--- src/rtl/repl_steer_bank.sv ---
module repl_steer_bank #(
  parameter int NGRP     = 4,
  parameter int NINST    = 4,
  parameter int DW       = 32,
  parameter int AW       = 4,
  parameter int SEL_ADDR = 0,
  parameter int REP_ADDR = 1,
  parameter int PIN_ADDR = 2,
  parameter int PIN_GRP  = 0,
  parameter int PIN_INST = 1
) (
  input  logic                   clk,
  input  logic                   rst_n,
  input  logic [AW-1:0]          addr,
  input  logic                   wr_en,
  input  logic                   rd_en,
  input  logic [DW-1:0]          wdata,
  output logic [DW-1:0]          rdata,
  input  logic [NGRP*NINST-1:0]  present
);
  localparam int GW      = (NGRP  > 1) ? $clog2(NGRP)  : 1;
  localparam int IW      = (NINST > 1) ? $clog2(NINST) : 1;
  localparam int NCOPY   = NGRP * NINST;
  localparam int CW      = GW + IW;
  localparam int GRP_LSB = 8;
  localparam int MC_BIT  = 16;
  localparam int PIN_IDX = PIN_GRP * NINST + PIN_INST;

  logic [GW-1:0] sel_g;
  logic [IW-1:0] sel_i;
  logic          sel_mc;
  logic [NCOPY-1:0][DW-1:0] rep_q;
  logic [NCOPY-1:0][DW-1:0] pin_q;

  wire [CW-1:0] idx     = {sel_g, sel_i};
  wire          hit_sel = (addr == AW'(SEL_ADDR));
  wire          hit_rep = (addr == AW'(REP_ADDR));
  wire          hit_pin = (addr == AW'(PIN_ADDR));

  always_ff @(posedge clk or negedge rst_n) begin
    if (!rst_n) begin
      sel_g  <= '0;
      sel_i  <= '0;
      sel_mc <= 1'b1;
    end else if (wr_en && hit_sel) begin
      sel_i  <= wdata[IW-1:0];
      sel_g  <= wdata[GRP_LSB +: GW];
      sel_mc <= wdata[MC_BIT];
    end
  end

  for (genvar c = 0; c < NCOPY; c++) begin : g_copy
    wire take = wr_en && present[c] && (sel_mc || idx == CW'(c));
    always_ff @(posedge clk or negedge rst_n) begin
      if (!rst_n) begin
        rep_q[c] <= '0;
        pin_q[c] <= '0;
      end else begin
        if (take && hit_rep) rep_q[c] <= wdata;
        if (take && hit_pin) pin_q[c] <= wdata;
      end
    end
  end

  logic [DW-1:0] sel_word, rd_mux;
  always_comb begin
    sel_word = '0;
    sel_word[IW-1:0]        = sel_i;
    sel_word[GRP_LSB +: GW] = sel_g;
    sel_word[MC_BIT]        = sel_mc;
  end

  always_comb begin
    rd_mux = '0;
    if (hit_sel)      rd_mux = sel_word;
    else if (hit_rep) rd_mux = present[idx] ? rep_q[idx] : '0;
    else if (hit_pin) rd_mux = present[PIN_IDX] ? pin_q[PIN_IDX] : '0;
  end

  always_ff @(posedge clk or negedge rst_n) begin
    if (!rst_n)     rdata <= '0;
    else if (rd_en) rdata <= rd_mux;
  end
endmodule


--- config.mk ---
export PLATFORM = sky130hd
export DESIGN_NAME = repl_steer_bank
export DESIGN_NICKNAME = d
export VERILOG_FILES = /design/src/rtl/repl_steer_bank.sv
export SDC_FILE = /design/constraint.sdc
export NUM_CORES = 1
export LEC_CHECK = 0
export BUFFER_PORTS_ARGS = -buffer_cell sky130_fd_sc_hd__clkbuf_2
export CAP_MARGIN = 20
export CORE_MARGIN = 10
export CORE_UTILIZATION = 60
export CTS_BUF_LIST = sky130_fd_sc_hd__clkbuf_16
export DETAILED_ROUTE_END_ITERATION = 12
export PLACE_DENSITY = 0.82
export SYNTH_ARGS = -nofsm -noshare
export SYNTH_HDL_FRONTEND = slang
export SYNTH_SLANG_ARGS = --single-unit
--- constraint.sdc ---
create_clock -name clk -period 2.7 [get_ports clk]
set_clock_uncertainty 0.1 [all_clocks]
set_input_delay 0.54 -clock clk [delete_from_list [all_inputs] [get_ports clk]]
set_output_delay 0.54 -clock clk [all_outputs]
set_load 0.01 [all_outputs]
==> metrics <==
outcome completed; post-route insts no fill 2361; row cnt 77; syn_nets 1686; CTS max path bufs 3; layout cells sized above 1 0.540; area grow syn2layout 11.7%; CTS tree yes; Inst Count DP 2256; CP max FO 22; Detailed Route Iter0 Violations 1075; Core Footprint 44200 um^2; global placer's final weighted congestion 0.844; register area share after synthesis 0.542; Initial Utilization 0.607; remaining antenna violation count after routing 0; Pwr per Cell Area 765 nW/um^2; ys flop type dfrtp_1; clock share of power 0.360; Seq pwr share 0.463; worst hold slack 291 ps; Skew-Pair Late Insertion Delay 630 ps; Worst EP required 3090 ps; all-layer global routing usage 0.243; chip height 231 um; #FFs+latches synth 581; Worst Setup Path Type reg2reg; post-synthesis async set-or-reset flop share 1.00; combinational power share 0.178; CTS buffer count 57; Synth cell types 40; RSZ-0062 raised after global routing false; cell area after layout 30000 um^2; CTS Sinks 581; Die Wd 231 um; multi-input logic area 11300 um^2; vias per cell 6.43; gr ovfl total 0; Tmin final 2560 ps; Post-Syn Instances 1630; PortBufs 87; Worst Slack Setup Final 140 ps; Least-Margin Pin Slew 965 ps; Reg area 14600 um^2; Power Total 22.9 mW; Setup TNS 0 ps; post-place setup slack 208 ps; met2 usage 0.397; post-DP HPWL 39800 um; grt met1 use 0.323; Pins Over Slew Limit 0; Syn. warnings 0; critical path arrival 2950 ps; leakage 14.6 nW; antenna fix cells 0; wire per inst 27.3 um; startpoint types flop; first-pass GRT wire length 99600 um; vias in the first global route 16.4k; EDFF count, synth 0; Final #Nets 1780; Worst-path clk slew 60 ps; clock root buffer master clkbuf_16; final setup violation count 0; met3 usage 0.0580; Reg2Reg Setup Slack 140 ps; fmax 391 MHz; Die Area 53600 um^2; Via Count 15.2k; top post-synthesis cells by area dfrtp_1 (54%), mux2_2 (23%), mux4_2 (8.1%), mux4_1 (6.0%), buf_6 (1.8%); Pre-antenna DRT Iters 5; peak supply drop 0.000521 V; Post-Syn Area per Cell 16.5 um^2; drt drc 0; Final Core Density 0.677; switch share 0.258; area leader, netlist dfrtp_1; fill count 2864; Hold Fails Final Rpt 0; relative slew slack 0.355; placed cell areas 28000 um^2; crit end category flop; H-tree depth 2; post-synth top area share 0.541; Mapped Area 26800 um^2; Psw 5.92 mW; DRT Wirelength 64400 um; largest net degree at the start of global routing 103; internal power 17.0 mW; Hold WC Path Type in2reg; fin crit share 0.948; initial antenna violation count 3; GRT Max-Usage Layer met2; max-cap viol count 0; Top Ports 88
-- repair_timing --
item,in CTS,in global routing
resized for setup,0,0
buffers inserted,0,0
hold buffers,1,0
hold endpoints to repair,21,0
-- power groups by stage --
stage	registers (mW)	clock network (mW)	logic, mW
after CTS	10.6	8.36	4.11
after detailed placement	10.7	0	4.08
after global routing	10.7	8.68	4.36
after floorplan	10.4	0	3.17
final	10.6	8.24	4.07
after global placement	10.6	0	3.94
-- layout by cell type (no fill, tap or decap), types with 4 or more instances in the layout --
master     synthesis  layout
bufinv_16          0      10
buf_12             1      21
o21ai_1            7       7
o22ai_1            5       5
mux4_2            96      96
a22oi_1           10      10
o21ai_2           20      20
clkinv_2           0      15
a21oi_1           38      38
o21ai_0            5       5
a21o_1            11      11
nor2b_1           30      30
buf_4              4      64
clkbuf_16          0      57
a31o_2             4       4
inv_1              2       5
dfrtp_1          580     576
mux2_1             6       6
clkbuf_2           0      86
mux4_1            61      61
nand3_2            0       7
nand2_1            7       7
nand3_4           10      10
clkinv_1          27      38
mux2_2           545     545
-- per-layer routing --
metal / wire [um] / part of all wire
met2: 31800 / 0.49
met5: 43 / 0.00067
met3: 4160 / 0.065
met1: 26800 / 0.42
met4: 1590 / 0.025
-- critical path: stages (launching register included) --
cell	delay [ps]
dfrtp_2	520
nor2b_1	810
a21o_1	270
nand3_4	80
buf_4	290
mux2_2	330
-- worst paths after layout --
kind	from	end	cells after the start
worst max register to register	sel_g[1]	rep_q[265]	5
worst min register to register	rep_q[290]	rep_q[290]	1
worst max-delay path	sel_g[1]	rep_q[265]	5
min in group asynchronous	rst_n	rep_q[413]	2
worst min-delay path	wdata[10]	rep_q[298]	2
max in group asynchronous	rst_n	rep_q[114]	3
-- registers in the layout, summed over array words and instances (netlist names) --
register	count
sel_mc	1
rdata	32
pin_q	32
rep_q	512
sel_g	2
sel_i	2
-- synth_stat cells, types with 11 or more instances --
cell type / count
a21o_1: 11
o21ai_2: 20
buf_6: 43
mux4_2: 96
clkbuf_1: 42
mux4_1: 61
mux2_2: 545
dfrtp_1: 580
nor2b_1: 30
a21oi_1: 38
clkinv_1: 27
buf_2: 37
-- cell families (layout without fill, tap and decap cells) --
kind of cell / Yosys count / count (layout) / share of synthesized area
buffers and inverters: 167 / 306 / 0.0396
AOI/OAI and AO/OA: 105 / 105 / 0.0264
DFF: 581 / 581 / 0.542
and+or+nand+nor: 67 / 67 / 0.0196
muxes: 710 / 710 / 0.372
-- area by class of cell --
class	count	share of cell area
clock inverters	47	0.0170
well taps	592	0.0247
multi-input cells	882	0.376
inverters	29	0.00363
flip-flops and latches	581	0.486
repair buffers	173	0.0453
clock buffers	57	0.0476
(Power assumes the default switching activity.)
